--- src/rtl/sline_pkg.sv ---
package sline_pkg;
    localparam int WORD_W  = 16;
    localparam int CHAR_W  = 8;
    localparam int BASE_W  = 10;
    localparam int ADDR_HI = BASE_W + 2;
    localparam int VEC_W   = 6;
    localparam int FRAME_W = CHAR_W + 3;
    localparam int IDX_W   = $clog2(CHAR_W);

    typedef enum logic [1:0] {
        REG_RCS  = 2'd0,
        REG_RBUF = 2'd1,
        REG_XCS  = 2'd2,
        REG_XBUF = 2'd3
    } reg_sel_e;

    typedef enum logic [2:0] {
        RX_IDLE, RX_START, RX_DATA, RX_PAR, RX_STOP, RX_WAITH
    } rx_st_e;

    typedef struct packed {
        logic [1:0] len_code;
        logic       par_en;
        logic       par_odd;
    } fmt_t;

    function automatic logic [3:0] char_bits(input logic [1:0] code);
        return {2'b00, code} + 4'd5;
    endfunction

    function automatic logic [CHAR_W-1:0] mask_char(input logic [CHAR_W-1:0] d,
                                                    input logic [1:0] code);
        logic [CHAR_W-1:0] m;
        for (int i = 0; i < CHAR_W; i++)
            m[i] = d[i] & (i < int'(char_bits(code)));
        return m;
    endfunction

    function automatic logic par_bit(input logic [CHAR_W-1:0] d,
                                     input logic [1:0] code, input logic odd);
        return (^mask_char(d, code)) ^ odd;
    endfunction

    function automatic logic [FRAME_W-1:0] build_frame(input logic [CHAR_W-1:0] d,
                                                       input fmt_t f);
        logic [FRAME_W-1:0] fr;
        int nb;
        fr = '1;
        fr[0] = 1'b0;
        nb = int'(char_bits(f.len_code));
        for (int i = 0; i < CHAR_W; i++)
            if (i < nb) fr[i+1] = d[i];
        if (f.par_en) fr[nb+1] = par_bit(d, f.len_code, f.par_odd);
        return fr;
    endfunction
endpackage

--- src/rtl/sline_tx.sv ---
module sline_tx
    import sline_pkg::*;
#(
    parameter int CLKS_PER_BIT = 16
) (
    input  logic              clk,
    input  logic              rst_n,
    input  logic              start_i,
    input  logic [CHAR_W-1:0] data_i,
    input  fmt_t              fmt_i,
    output logic              line_o,
    output logic              done_o
);
    localparam int CNT_W  = $clog2(CLKS_PER_BIT);
    localparam int LEFT_W = $clog2(FRAME_W + 1);
    localparam logic [CNT_W-1:0] CNT_TOP = CNT_W'(CLKS_PER_BIT - 1);

    typedef struct packed {
        logic               busy;
        logic [FRAME_W-1:0] sh;
        logic [CNT_W-1:0]   cnt;
        logic [LEFT_W-1:0]  left;
        logic               done;
    } tx_st_t;

    tx_st_t q, d;

    always_comb begin
        d = q;
        d.done = 1'b0;
        if (!q.busy) begin
            if (start_i) begin
                d.busy = 1'b1;
                d.sh   = build_frame(data_i, fmt_i);
                d.cnt  = CNT_TOP;
                d.left = LEFT_W'(char_bits(fmt_i.len_code)) + LEFT_W'(fmt_i.par_en) + LEFT_W'(1);
            end
        end else if (q.cnt != '0) begin
            d.cnt = q.cnt - 1'b1;
        end else if (q.left == '0) begin
            d.busy = 1'b0;
            d.done = 1'b1;
            d.sh   = '1;
        end else begin
            d.sh   = {1'b1, q.sh[FRAME_W-1:1]};
            d.left = q.left - 1'b1;
            d.cnt  = CNT_TOP;
        end
    end

    always_ff @(posedge clk or negedge rst_n) begin
        if (!rst_n) begin
            q.busy <= 1'b0;
            q.sh   <= '1;
            q.cnt  <= '0;
            q.left <= '0;
            q.done <= 1'b0;
        end else begin
            q <= d;
        end
    end

    assign line_o = q.sh[0];
    assign done_o = q.done;


    tx_start_idle_chk: assert property (@(posedge clk) disable iff (!rst_n)
        start_i |-> !q.busy);

    tx_done_once_chk: assert property (@(posedge clk) disable iff (!rst_n)
        q.done |=> !q.busy && !q.done);
endmodule

--- src/rtl/sline_rx.sv ---
module sline_rx
    import sline_pkg::*;
#(
    parameter int CLKS_PER_BIT = 16
) (
    input  logic              clk,
    input  logic              rst_n,
    input  logic              line_i,
    input  fmt_t              fmt_i,
    output logic              valid_o,
    output logic [CHAR_W-1:0] data_o,
    output logic              fe_o,
    output logic              pe_o,
    output logic              brk_o
);
    localparam int CNT_W = $clog2(CLKS_PER_BIT);
    localparam logic [CNT_W-1:0] CNT_TOP  = CNT_W'(CLKS_PER_BIT - 1);
    localparam logic [CNT_W-1:0] CNT_HALF = CNT_W'(CLKS_PER_BIT / 2 - 1);

    typedef struct packed {
        rx_st_e            st;
        logic [CNT_W-1:0]  cnt;
        logic [IDX_W-1:0]  idx;
        logic [CHAR_W-1:0] data;
        logic              parb;
        logic              valid;
        logic              fe;
        logic              pe;
        logic              brk;
    } rx_state_t;

    rx_state_t q, d;

    always_comb begin
        d = q;
        d.valid = 1'b0;
        if (q.st == RX_IDLE) begin
            if (!line_i) begin
                d.st  = RX_START;
                d.cnt = CNT_HALF;
            end
        end else if (q.st == RX_WAITH) begin
            if (line_i) d.st = RX_IDLE;
        end else if (q.cnt != '0) begin
            d.cnt = q.cnt - 1'b1;
        end else begin
            d.cnt = CNT_TOP;
            case (q.st)
                RX_START: begin
                    if (!line_i) begin
                        d.st   = RX_DATA;
                        d.idx  = '0;
                        d.data = '0;
                    end else begin
                        d.st = RX_IDLE;
                    end
                end
                RX_DATA: begin
                    d.data[q.idx] = line_i;
                    if (4'(q.idx) == char_bits(fmt_i.len_code) - 4'd1)
                        d.st = fmt_i.par_en ? RX_PAR : RX_STOP;
                    else
                        d.idx = q.idx + 1'b1;
                end
                RX_PAR: begin
                    d.parb = line_i;
                    d.st   = RX_STOP;
                end
                RX_STOP: begin
                    d.valid = 1'b1;
                    d.fe    = !line_i;
                    d.pe    = fmt_i.par_en &&
                              (q.parb != par_bit(q.data, fmt_i.len_code, fmt_i.par_odd));
                    d.brk   = !line_i && (q.data == '0) && !(fmt_i.par_en && q.parb);
                    d.st    = line_i ? RX_IDLE : RX_WAITH;
                end
                default: d.st = RX_IDLE;
            endcase
        end
    end

    always_ff @(posedge clk or negedge rst_n) begin
        if (!rst_n) begin
            q.st    <= RX_IDLE;
            q.cnt   <= '0;
            q.idx   <= '0;
            q.data  <= '0;
            q.parb  <= 1'b0;
            q.valid <= 1'b0;
            q.fe    <= 1'b0;
            q.pe    <= 1'b0;
            q.brk   <= 1'b0;
        end else begin
            q <= d;
        end
    end

    assign valid_o = q.valid;
    assign data_o  = q.data;
    assign fe_o    = q.fe;
    assign pe_o    = q.pe;
    assign brk_o   = q.brk;


    rx_valid_pulse_chk: assert property (@(posedge clk) disable iff (!rst_n)
        q.valid |=> !q.valid);

    rx_brk_is_fe_chk: assert property (@(posedge clk) disable iff (!rst_n)
        (q.valid && q.brk) |-> q.fe);
endmodule

--- src/rtl/sline_irq.sv ---
module sline_irq (
    input  logic clk,
    input  logic rst_n,
    input  logic rx_cond_i,
    input  logic tx_cond_i,
    input  logic ack_i,
    output logic req_o,
    output logic tx_sel_o
);
    typedef struct packed {
        logic rx_prev;
        logic tx_prev;
        logic rx_pend;
        logic tx_pend;
    } irq_st_t;

    irq_st_t q, d;

    always_comb begin
        d = q;
        d.rx_prev = rx_cond_i;
        d.tx_prev = tx_cond_i;
        if (rx_cond_i && !q.rx_prev)
            d.rx_pend = 1'b1;
        else if (!rx_cond_i || (ack_i && q.rx_pend))
            d.rx_pend = 1'b0;
        if (tx_cond_i && !q.tx_prev)
            d.tx_pend = 1'b1;
        else if (!tx_cond_i || (ack_i && !q.rx_pend && q.tx_pend))
            d.tx_pend = 1'b0;
    end

    always_ff @(posedge clk or negedge rst_n) begin
        if (!rst_n) q <= '0;
        else        q <= d;
    end

    assign req_o    = q.rx_pend | q.tx_pend;
    assign tx_sel_o = !q.rx_pend;


    irq_ack_rx_chk: assert property (@(posedge clk) disable iff (!rst_n)
        (ack_i && q.rx_pend) |=> !q.rx_pend);

    irq_rx_first_chk: assert property (@(posedge clk) disable iff (!rst_n)
        (ack_i && q.rx_pend && q.tx_pend && tx_cond_i) |=> q.tx_pend);

    irq_ack_valid_chk: assert property (@(posedge clk) disable iff (!rst_n)
        ack_i |-> req_o);
endmodule

--- src/rtl/sline_regif.sv ---
module sline_regif
    import sline_pkg::*;
#(
    parameter int CLKS_PER_BIT = 16,
    parameter int BOOT_CYC     = 8
) (
    input  logic                 clk,
    input  logic                 rst_n,
    input  logic [ADDR_HI:1]     bus_addr,
    input  logic                 bus_rd,
    input  logic                 bus_wr,
    input  logic [WORD_W-1:0]    bus_wdata,
    output logic                 bus_sel,
    output logic [WORD_W-1:0]    bus_rdata,
    output logic                 irq_req,
    input  logic                 irq_ack,
    output logic [VEC_W+2:0]     irq_vec,
    input  logic [BASE_W-1:0]    cfg_base,
    input  logic [VEC_W-1:0]     cfg_vec,
    input  logic [1:0]           cfg_len,
    input  logic                 cfg_par_en,
    input  logic                 cfg_par_odd,
    input  logic                 cfg_brk_en,
    input  logic                 cfg_maint_en,
    input  logic                 cfg_halt_en,
    input  logic                 cfg_boot_en,
    input  logic                 cfg_errflag_en,
    input  logic                 rxd,
    output logic                 txd,
    output logic                 halt_req,
    output logic                 pwr_ok
);
    localparam int BOOT_W = $clog2(BOOT_CYC + 1);

    typedef struct packed {
        logic              rx_ie;
        logic              rx_done;
        logic [CHAR_W-1:0] rx_data;
        logic              e_ovr;
        logic              e_fe;
        logic              e_pe;
        logic              tx_ie;
        logic              tx_ready;
        logic              maint;
        logic              brk;
        logic              halt;
        logic [BOOT_W-1:0] boot_cnt;
    } ctl_t;

    ctl_t q, d;

    fmt_t              fmt;
    reg_sel_e          rsel;
    logic              hit, rd_rbuf, tx_start, tx_line, tx_done, line_eff, rx_line;
    logic              rx_valid, rx_fe, rx_pe, rx_brk, tx_sel;
    logic [CHAR_W-1:0] rx_data;
    logic [7:0]        unused_wdata;

    assign unused_wdata = bus_wdata[15:8];
    assign fmt      = '{len_code: cfg_len, par_en: cfg_par_en, par_odd: cfg_par_odd};
    assign hit      = (bus_addr[ADDR_HI:3] == cfg_base);
    assign rsel     = reg_sel_e'(bus_addr[2:1]);
    assign rd_rbuf  = bus_rd && hit && (rsel == REG_RBUF);
    assign tx_start = bus_wr && hit && (rsel == REG_XBUF) && q.tx_ready;
    assign line_eff = q.brk ? 1'b0 : tx_line;
    assign rx_line  = q.maint ? line_eff : rxd;

    sline_tx #(.CLKS_PER_BIT(CLKS_PER_BIT)) u_tx (
        .clk(clk), .rst_n(rst_n), .start_i(tx_start), .data_i(bus_wdata[CHAR_W-1:0]),
        .fmt_i(fmt), .line_o(tx_line), .done_o(tx_done)
    );

    sline_rx #(.CLKS_PER_BIT(CLKS_PER_BIT)) u_rx (
        .clk(clk), .rst_n(rst_n), .line_i(rx_line), .fmt_i(fmt), .valid_o(rx_valid),
        .data_o(rx_data), .fe_o(rx_fe), .pe_o(rx_pe), .brk_o(rx_brk)
    );

    sline_irq u_irq (
        .clk(clk), .rst_n(rst_n), .rx_cond_i(q.rx_done && q.rx_ie),
        .tx_cond_i(q.tx_ready && q.tx_ie), .ack_i(irq_ack),
        .req_o(irq_req), .tx_sel_o(tx_sel)
    );

    always_comb begin
        d = q;
        d.halt = 1'b0;
        if (rx_valid) begin
            d.rx_data = rx_data;
            d.e_ovr   = q.rx_done;
            d.e_fe    = rx_fe;
            d.e_pe    = rx_pe;
            d.rx_done = 1'b1;
        end else if (rd_rbuf) begin
            d.rx_done = 1'b0;
        end
        if (bus_wr && hit && rsel == REG_RCS)
            d.rx_ie = bus_wdata[6];
        if (bus_wr && hit && rsel == REG_XCS) begin
            d.tx_ie = bus_wdata[6];
            d.maint = bus_wdata[2] && cfg_maint_en;
            d.brk   = bus_wdata[0] && cfg_brk_en;
        end
        if (tx_start)     d.tx_ready = 1'b0;
        else if (tx_done) d.tx_ready = 1'b1;
        d.halt = rx_valid && rx_fe && cfg_halt_en && !q.maint;
        if (rx_valid && (rx_fe || rx_brk) && cfg_boot_en && !q.maint)
            d.boot_cnt = BOOT_W'(BOOT_CYC);
        else if (q.boot_cnt != '0)
            d.boot_cnt = q.boot_cnt - 1'b1;
    end

    always_ff @(posedge clk or negedge rst_n) begin
        if (!rst_n) begin
            q          <= '0;
            q.tx_ready <= 1'b1;
        end else begin
            q <= d;
        end
    end

    always_comb begin
        bus_rdata = '0;
        if (bus_rd && hit) begin
            case (rsel)
                REG_RCS:  bus_rdata = {8'h00, q.rx_done, q.rx_ie, 6'b0};
                REG_RBUF: bus_rdata = {cfg_errflag_en ? {q.e_ovr | q.e_fe | q.e_pe,
                                       q.e_ovr, q.e_fe, q.e_pe} : 4'b0000, 4'b0000, q.rx_data};
                REG_XCS:  bus_rdata = {8'h00, q.tx_ready, q.tx_ie, 3'b000, q.maint, 1'b0, q.brk};
                default:  bus_rdata = '0;
            endcase
        end
    end

    assign bus_sel  = hit;
    assign irq_vec  = {cfg_vec, tx_sel, 2'b00};
    assign txd      = line_eff;
    assign halt_req = q.halt;
    assign pwr_ok   = (q.boot_cnt == '0);


    brk_gate_chk: assert property (@(posedge clk) disable iff (!rst_n)
        $rose(q.brk) |-> $past(cfg_brk_en));

    maint_gate_chk: assert property (@(posedge clk) disable iff (!rst_n)
        $rose(q.maint) |-> $past(cfg_maint_en));

    halt_maint_chk: assert property (@(posedge clk) disable iff (!rst_n)
        q.halt |-> (!$past(q.maint) && $past(cfg_halt_en)));

    rbuf_clear_chk: assert property (@(posedge clk) disable iff (!rst_n)
        (rd_rbuf && !rx_valid) |=> !q.rx_done);

    boot_gate_chk: assert property (@(posedge clk) disable iff (!rst_n)
        $fell(pwr_ok) |-> ($past(cfg_boot_en) && !$past(q.maint)));

    ready_drop_chk: assert property (@(posedge clk) disable iff (!rst_n)
        tx_start |=> !q.tx_ready);
endmodule

--- config.mk ---
export PLATFORM = sky130hd
export DESIGN_NAME = sline_regif
export DESIGN_NICKNAME = d
export VERILOG_FILES = /design/src/rtl/sline_pkg.sv /design/src/rtl/sline_tx.sv /design/src/rtl/sline_rx.sv /design/src/rtl/sline_irq.sv /design/src/rtl/sline_regif.sv
export SDC_FILE = /design/constraint.sdc
export NUM_CORES = 1
export LEC_CHECK = 0
export BUFFER_PORTS_ARGS = -buffer_cell sky130_fd_sc_hd__buf_4
export CORE_MARGIN = 4
export CORE_UTILIZATION = 50
export CTS_CLUSTER_DIAMETER = 60
export DETAILED_ROUTE_END_ITERATION = 10
export PLACE_DENSITY_LB_ADDON = 0.05
export SLEW_MARGIN = 10
export SYNTH_ARGS = -nofsm -noshare
export SYNTH_HDL_FRONTEND = slang
export SYNTH_SLANG_ARGS = --single-unit
--- constraint.sdc ---
create_clock -name clk -period 2.25 [get_ports clk]
set_input_delay 0.5625 -clock clk [delete_from_list [all_inputs] [get_ports clk]]
set_output_delay 0.5625 -clock clk [all_outputs]
set_load 0.01 [all_outputs]
# Word level (Yosys, flattened, before mapping)
# Cells that the tools add are included.
# W data, S select, Z words.
[word_totals]
register_bits = 70
inputBits = 59
output_inout_bits = 30
[op_classes]
add_sub_neg = 10
n_lt_le_gt_ge = 12
eq_ne = 21
n_mux = 75
bitwise = 24
reduce_logical = 65
[ops]
columns = ["cell", "n"]
rows = [
  ["$mux W20", 3],
  ["$pmux W16 S3", 1],
  ["$mux W1", 40],
  ["$ge A32 B1 Y1 const B", 1],
  ["$lt A32 B6 Y1 const B", 1],
  ["$mux W16", 2],
  ["$logic_and A1 B1 Y1", 28],
  ["$mux W4", 7],
  ["$mux W11", 2],
  ["$pmux W11 S2", 1],
  ["$mux W3", 7],
  ["$sub A4 B1 Y4 const B", 5],
  ["$and A1 B1 Y1", 16],
  ["$lt A3 B4 Y1 const A", 4],
  ["$reduce_xor A8 Y1", 2],
  ["$mux W7", 2],
  ["$reduce_bool A2 Y1", 7],
  ["$mux W12", 1],
  ["$pmux W3 S4", 1],
  ["$reduce_and A4 Y1", 3],
  ["$reduce_bool A4 Y1", 3],
  ["$bwmux W11", 1],
  ["$eq A10 B10 Y1", 1],
  ["$mux W10", 1],
  ["other kinds (40)", 67],
]

# Depth between registers and ports, before layout
# Gate-level depths: netlist (run 1).
[depth]
depth_word = 11
depth_mapped = 10
depth_no_buf = 10

# Hierarchy
# A second synthesis (run 1) with hierarchy kept.
[unflattened]
cells_unflattened = 488
hier_area_um2 = 4638.2
[modules_own_cells]
columns = ["mod", "instances", "cells_each", "area_per_inst_um2", "seq_area_each_um2"]
rows = [
  ["sline_rx", 1, 175, 1597.8, 575.6],
  ["sline_tx", 1, 161, 1535.2, 539.3],
  ["sline_regif", 1, 141, 1362.6, 551.8],
  ["sline_irq", 1, 11, 142.6, 100.1],
]

# Least setup slack after synthesis (run 1)
# No wires, ideal clock.
[synth_path]
path_type = "input to output"
from = "input port cfg_base[8]"
to = "output port bus_rdata[15]"
arrival_time_ns = 1.790
t_required_ns = 1.688
path_slack_ns = -0.103
path_stages = 6
path_buffers = 1
cell_sequence = "xnor2_1 > nand4_1 > nor3_4 > and3_1 > buf_2 > o311a_1"
[synth_via]
elab_chain_cells = 3
[synth_lines]
columns = ["item", "line", "rtl"]
rows = [
  ["start: declaration", "sline_regif.sv:18", "input logic [BASE_W-1:0] cfg_base,"],
  ["$eq A10 B10 Y1", "sline_regif.sv:61", "assign hit = (bus_addr[ADDR_HI:3] == cfg_base);"],
  ["via bus_sel", "sline_regif.sv:13", "output logic bus_sel,"],
  ["$logic_and A1 B1 Y1", "sline_regif.sv:123", "if (bus_rd && hit) begin"],
  ["$mux W16", "sline_regif.sv:123", ""],
  ["end: declaration", "sline_regif.sv:14", "output logic [WORD_W-1:0] bus_rdata,"],
]
# The timed path passes the listed nets, and every way through them passes these cells.

# Worst setup path in the final report (run 1)
[layout_path]
from = "input port bus_addr[7] (netlist bit)"
to = "output port bus_rdata[15]"
[layout_via]
elab_chain_cells = 3
[layout_lines]
columns = ["item", "line", "rtl"]
rows = [
  ["start: declaration", "sline_regif.sv:9", "input logic [ADDR_HI:1] bus_addr,"],
  ["$eq A10 B10 Y1", "sline_regif.sv:61", ""],
  ["$logic_and A1 B1 Y1", "sline_regif.sv:123", ""],
  ["$mux W16", "sline_regif.sv:123", ""],
]
# Every way passes these cells.

==> results of run 1 <==
-- worst min-delay path by stage --
stage	startpoint	end	slack, ns	depth (start not counted)
after floorplan	rst_n	halt_req	0.27	0
after global placement	u_irq.q[2]	u_irq.q[0]	0.41	1
after detailed placement	u_irq.q[2]	u_irq.q[0]	0.43	1
after CTS	rst_n	u_irq.q[0]	0.21	1
after global routing	rst_n	u_irq.q[0]	0.22	1
final	rst_n	u_irq.q[0]	0.19	1
-- registers in the layout, summed over array words and instances, names as in the netlist, 4 cells and up --
signal,flops
u_irq.q,4
u_tx.q,19
u_rx.data_o,8
q,21
u_rx.q,11
-- metal layers --
layer  part of all wire [%]  vias to the layer above  track usage, %  wire length, um
met3                    3.6                       15            3.10              372
li1                       -                     1753               -                -
met1                     44                     1760            27.8             4510
met4                    1.5                        0            5.93              150
met2                     51                       65            36.1             5230
met5                      0                        -               0                0
-- timing repair --
| action | in CTS | in global routing |
|---|---|---|
| endpoints found under the hold margin | 0 | 0 |
| pin swaps | 4 | 8 |
| resized for setup | 11 | 13 |
| hold buffers | 0 | 0 |
| setup endpoints to repair | 12 | 14 |
| buffers inserted | 0 | 7 |
-- cell usage after synthesis (3+ instances only) --
cell,number,area [um^2]
xor2_1,3,26.3
nand2b_1,7,43.8
a31oi_1,8,50.1
o31ai_1,6,45.0
nand3_1,14,70.1
clkbuf_1,9,33.8
xnor2_1,25,219
and2_1,10,62.6
inv_1,25,93.8
nor3_1,10,50.1
buf_4,14,105
nand2_2,3,18.8
nor2_1,47,176
buf_1,3,11.3
a21oi_1,15,75.1
a22o_1,5,43.8
nor2b_1,8,50.1
a21o_1,3,22.5
dfrtp_1,58,1450
mux2_2,16,180
mux2i_1,10,100
dfstp_2,12,315
a22oi_1,3,22.5
nand4_1,3,18.8
nand2_1,33,124
o211ai_1,3,22.5
o21ai_0,16,80.1
nand3b_1,4,30.0
ha_1,19,238
buf_2,4,20.0
and3_1,10,62.6
nor3b_1,4,30.0
-- through the flow --
stage | hold WS [ns] | TNS [ns] | instance area (um^2) | utilization (%) | setup slack (ns)
2_1_floorplan | 0.267 | -0.298 | 4450 | - | -0.0465
3_3_place_gp | 0.415 | -1.89 | 5100 | 60.9 | -0.140
3_5_place_dp | 0.430 | -1.89 | 5100 | 60.9 | -0.142
4_1_cts | 0.212 | -0.328 | 5330 | 63.6 | -0.0459
5_1_grt | 0.225 | -1.39 | 5430 | 64.8 | -0.139
6_report | 0.189 | -0.193 | 5430 | 64.8 | -0.0418
-- power by group through the flow --
stage / Sequential, mW / Clock (mW) / Combinational (mW)
3_5_place_dp: 1.86 / 0 / 1.31
2_1_floorplan: 1.73 / 0 / 1.06
6_report: 1.84 / 1.01 / 1.32
4_1_cts: 1.84 / 1.03 / 1.33
5_1_grt: 1.90 / 1.09 / 1.51
3_3_place_gp: 1.84 / 0 / 1.27
-- cell type report --
type                    count  area share (%)
flip-flops and latches     70            32.5
well taps                 105            2.42
repair buffers             96            14.6
multi-input cells         340            45.3
clock inverters             6            1.15
inverters                  25            1.73
clock buffers              10            2.35
-- kinds of logic after synthesis --
group	synth area share, %
simple gates	20.5
compound gates	13.9
flops	40.4
buf+inv	6.29
xor+xnor	6.52
mux	6.41
fa+ha+maj	5.89
other cells	0.0857
==> metrics, run 1 <==
Synth Register Bits 70; Buf+Inv Stages, Crit Path 2; leakage power 2.59 nW; CP delay by family, top simple AND/OR/NAND/NOR gates; fillers 719; fmax 0.436 GHz; Syn. warnings 0; Pins Over Slew Limit 0; first-pass GRT wire length 17300 um; Mean Syn Cell Area 9.49 um^2; Placer Congestion 0.785; CTS tree yes; die area 0.0103 mm^2; total design power 4.18 mW; Net Sw Power 1.43 mW; CTS max path bufs 2; Antenna Cells 0; Num CTS Buffers 9; Non-Filler Instances 652; RR Endpoint u_rx.q[13]; Critical Path Most Common Cell buf_6; Initial Util 52.2%; DRT iter0 DRCs 110; PortBufs 62; Hold/Removal Path Class in -> async; run status finished with violations; Area Overhead vs Synth 24.1%; Core ar. 0.00838 mm^2; crit path kind in -> out; clk slew on worst S/H paths 0.08 ns; Remaining DRCs 0; Critical Path, Cell by Cell buf_6, xnor2_2, nand4_1, nor3_4, and3_4, o311a_4, buf_6; final period demand of the worst path 2.29 ns; row cnt 33; VDD IR-drop max 655 uV; max cap viols 0; CTS sink cnt 70; worst r2r path cells 8; slew margin rel. 64.0%; cell count after synthesis 461; ys flop type dfrtp_1; Via density 5.51; post-synthesis sequential area ratio 40.4%; kind of end point of the critical path primary output; clock latency at the later pin of the worst-skew pair 0.34 ns; WL/cell 15.7 um; R2R setup slack 0.26 ns; Comb pwr share 31.7%; startpoint types input port; slowest cell on the critical path and3_4; Worst path max stage delay 0.27 ns; root buf cell clkbuf_8; initial antenna violation count 0; Worst Setup EP bus_rdata[15]; htree depth 3; commonest non-fill, non-tap cell in the layout buf_4; Global Route Usage Sum 21.1%; instance count on the critical path 7; count of cell types in the netlist 70; P_int 2.75 mW; PwrDens 769 mW/mm^2; Register Area 0.00177 mm^2; Via Count 3593; Data arrival, critical path 1.73 ns; final setup margin -0.0418 ns; failing checks negative setup slack; synthesized cell area 0.00437 mm^2; Worst Setup SP bus_addr[7]; power share of the clock group 24.2%; drt total wl 10300 um; fraction of layout cells with a size suffix above 1 32.2%; Multi-input gate area 0.00246 mm^2; Net Sw Frac 34.2%; final hold viol count 0; detailed-placement wirelength estimate 7630 um; RSZ-0062 raised after global routing true; Die Width 102 um; final net count 621; WP data required 1.69 ns; final setup violation count 9; FFs w/ async S/R, synth 100%; reg2reg start u_rx.q[16]; gr ovfl total 0; period utilisation layout 102%; Placed Cells 630; IO Pins 89; commonest non-fill, non-tap cells in the layout buf_4 (82), dfrtp_1 (58), nor2_1 (43); vias in the first global route 3512; largest net degree at the start of global routing 39; post-route ant nets 0; crit path max fanout 9; router iterations before antenna repair 4; number of synthesized flops with an enable pin 0; Fin Clk Skew 0.00686 ns; die extent in y 102 um; Worst-Margin Slew 0.540 ns; Reg power frac 44.1%
No activity file was read; power rests on OpenSTA's default activity.
==> run 2: changes to the inputs <==
--- a/config.mk
+++ b/config.mk
@@ -6,6 +6,7 @@
 export NUM_CORES = 1
 export LEC_CHECK = 0
 export BUFFER_PORTS_ARGS = -buffer_cell sky130_fd_sc_hd__buf_4
+export CORE_ASPECT_RATIO = 0.7
 export CORE_MARGIN = 4
 export CORE_UTILIZATION = 50
 export CTS_CLUSTER_DIAMETER = 60
==> run 2 against run 1 <==
Net effect: via count decreased by 2.3%; critical path depth unchanged; non-clock buffer count decreased by 9; flip-flop and latch count unchanged; register-to-register slack got worse by 0.07 ns; largest cell class unchanged; combinational power increased by 3%; fmax decreased by 0.17%; clock skew decreased by 0.0012 ns; the flow still finishes with violations (negative setup slack); first-iteration DRC count increased by 110%; core utilization increased by 0.22 points; cell count increased by 1.1%; critical path type unchanged.
==> metrics, run 2 (synthesis gave the netlist of run 1 again) <==
run status finished with violations; failing checks negative setup slack; final net count 613 (-1.3%); final hold viol count 0 (unchanged); vias in the first global route 3392 (-3.4%); final setup violation count 6 (-3); first-pass GRT wire length 17400 um (+0.20%); Num CTS Buffers 9 (unchanged); commonest non-fill, non-tap cell in the layout buf_4; fmax 0.436 GHz (-0.17%); detailed-placement wirelength estimate 7530 um (-1.4%); Pins Over Slew Limit 0 (unchanged); clock latency at the later pin of the worst-skew pair 0.34 ns (about the same); reg2reg start u_rx.q[16]; commonest non-fill, non-tap cells in the layout buf_4 (69), dfrtp_1 (58), nor2_1 (44); Non-Filler Instances 659 (+1.1%); max cap viols 0 (unchanged); startpoint types input port; drt total wl 10300 um (+0.42%); post-route ant nets 0 (unchanged); Worst-Margin Slew 0.553 ns (+0.0128 ns); crit path kind in -> out; Via density 5.33 (-3.3%); RR Endpoint u_rx.data_o[7]; top flop regs q (21), u_tx.q (19), u_rx.q (11); gr ovfl total 0 (unchanged); PwrDens 827 mW/mm^2 (+7.6%); CTS Hold Bufs 0 (unchanged); total design power 4.56 mW (+9.2%); CTS sink cnt 70 (unchanged); Fin Clk Skew 0.00561 ns (-0.00125 ns); WL/cell 15.6 um (-0.65%); DRT iter0 DRCs 233 (+110%); leakage power 2.60 nW (+0.35%); root buf cell clkbuf_16; VDD IR-drop max 700 uV (+6.9%); fraction of layout cells with a size suffix above 1 31.5% (-0.64 points); Placer Congestion 0.813 (+3.5%); slew margin rel. 63.2% (-0.86 points); final setup margin -0.0456 ns (-0.00382 ns); row cnt 28 (-15%); htree depth 3 (unchanged); Initial Util 51.6% (-0.59 points); CTS tree yes; Remaining DRCs 0 (unchanged); Via Count 3512 (-2.3%); Die Width 120 um (+18%); cell area after placement 0.00508 mm^2 (-0.47%); Area Overhead vs Synth 26.0%; worst r2r path cells 9 (+1); Core ar. 0.00848 mm^2 (+1.1%); kind of end point of the critical path primary output; initial antenna violation count 0 (unchanged); Placed Cells 641 (+1.7%); die extent in y 86.3 um (-15%); max reg flops 21 (unchanged); R2R setup slack 0.19 ns (-0.07 ns); final period demand of the worst path 2.30 ns (+0.00382 ns); Antenna Cells 0 (unchanged); router iterations before antenna repair 4 (unchanged); Hold/Removal Path Class in -> async; Data arrival, critical path 1.73 ns (about the same); PortBufs 62 (unchanged); WP data required 1.69 ns (about the same); die area 0.0103 mm^2 (+0.24%); Most flops, register q; fin util 65.0% (+0.22 points); crit path max fanout 5 (-4); IO Pins 89 (unchanged); Finished Cell Area 0.00551 mm^2 (+1.5%); largest net degree at the start of global routing 40 (+2.6%); TNS Setup -0.187 ns (+0.00613 ns); CTS max path bufs 2 (unchanged); period utilisation layout 102% (+0.17 points); RSZ-0062 raised after global routing true; Global Route Usage Sum 21.1% (+0.048 points); clk slew on worst S/H paths 0.06 ns (-0.02 ns)
==> run 2: cell types whose count changed in the layout (fill, tap and decap cells not counted), sizes merged <==
cell	change
and3	+1
buf	-9
bufinv	-1
clkinv	-2
clkinvlp	+2
inv	+1
==> run 2: worst max-delay path by stage <==
stage                       startpoint       endpoint  slack, ns  cells after the start
after floorplan            cfg_base[7]  bus_rdata[15]      -0.05                      6
after global placement     cfg_base[7]  bus_rdata[15]      -0.17                      7
after detailed placement   cfg_base[7]  bus_rdata[15]      -0.20                      7
after CTS                  bus_addr[7]  bus_rdata[15]      -0.06                      7
after global routing      bus_addr[11]  bus_rdata[15]      -0.12                      7
final                     bus_addr[11]  bus_rdata[15]      -0.05                      7
==> run 2: report_power, final <==
part,internal (mW),switching (mW),leakage (nW),total [mW]
registers,1.54,0.315,0.867,1.85
clock network,0.781,0.567,0.135,1.35
logic,0.716,0.641,1.60,1.36
==> run 2: worst max-delay path, cell delays in order <==
cell     delay (ns)
buf_6          0.10
xnor2_2        0.13
nand4_1        0.15
nor3_4         0.26
and3_4         0.25
o311a_4        0.18
buf_6          0.09
==> run 2: cell type report <==
class / count / area [um^2]
Fill cell: 701 / 2970
Tap cell: 120 / 150
Timing Repair Buffer: 87 / 738
Sequential cell: 70 / 1770
Inverter: 25 / 93.8
Clock inverter: 6 / 46.3
Clock buffer: 10 / 239
Multi-Input combinational cell: 341 / 2480
==> run 2: timing repair <==
action / CTS / global route
resized for setup: 16 / 14
pin swaps: 7 / 13
buffers inserted: 1 / 0
setup endpoints to repair: 12 / 13
cloned: 1 / 0
==> run 2: metal layers <==
layer  vias to the layer above  routed length (um)  part of all wire, %  global-route usage [%]
met1                      1660                5240                   51                    32.0
met5                         -                   0                    0                       0
met2                       101                4210                   41                    29.7
met4                         0                 132                  1.3                    6.24
li1                       1736                   -                    -                       -
met3                        15                 720                  7.0                    5.41
==> run 2: through the flow <==
step	setup slack, ns	hold slack (ns)
6_report	-0.0456	0.162
5_1_grt	-0.119	0.189
4_1_cts	-0.0595	0.179
3_5_place_dp	-0.201	0.418
3_3_place_gp	-0.171	0.411
2_1_floorplan	-0.0465	0.267
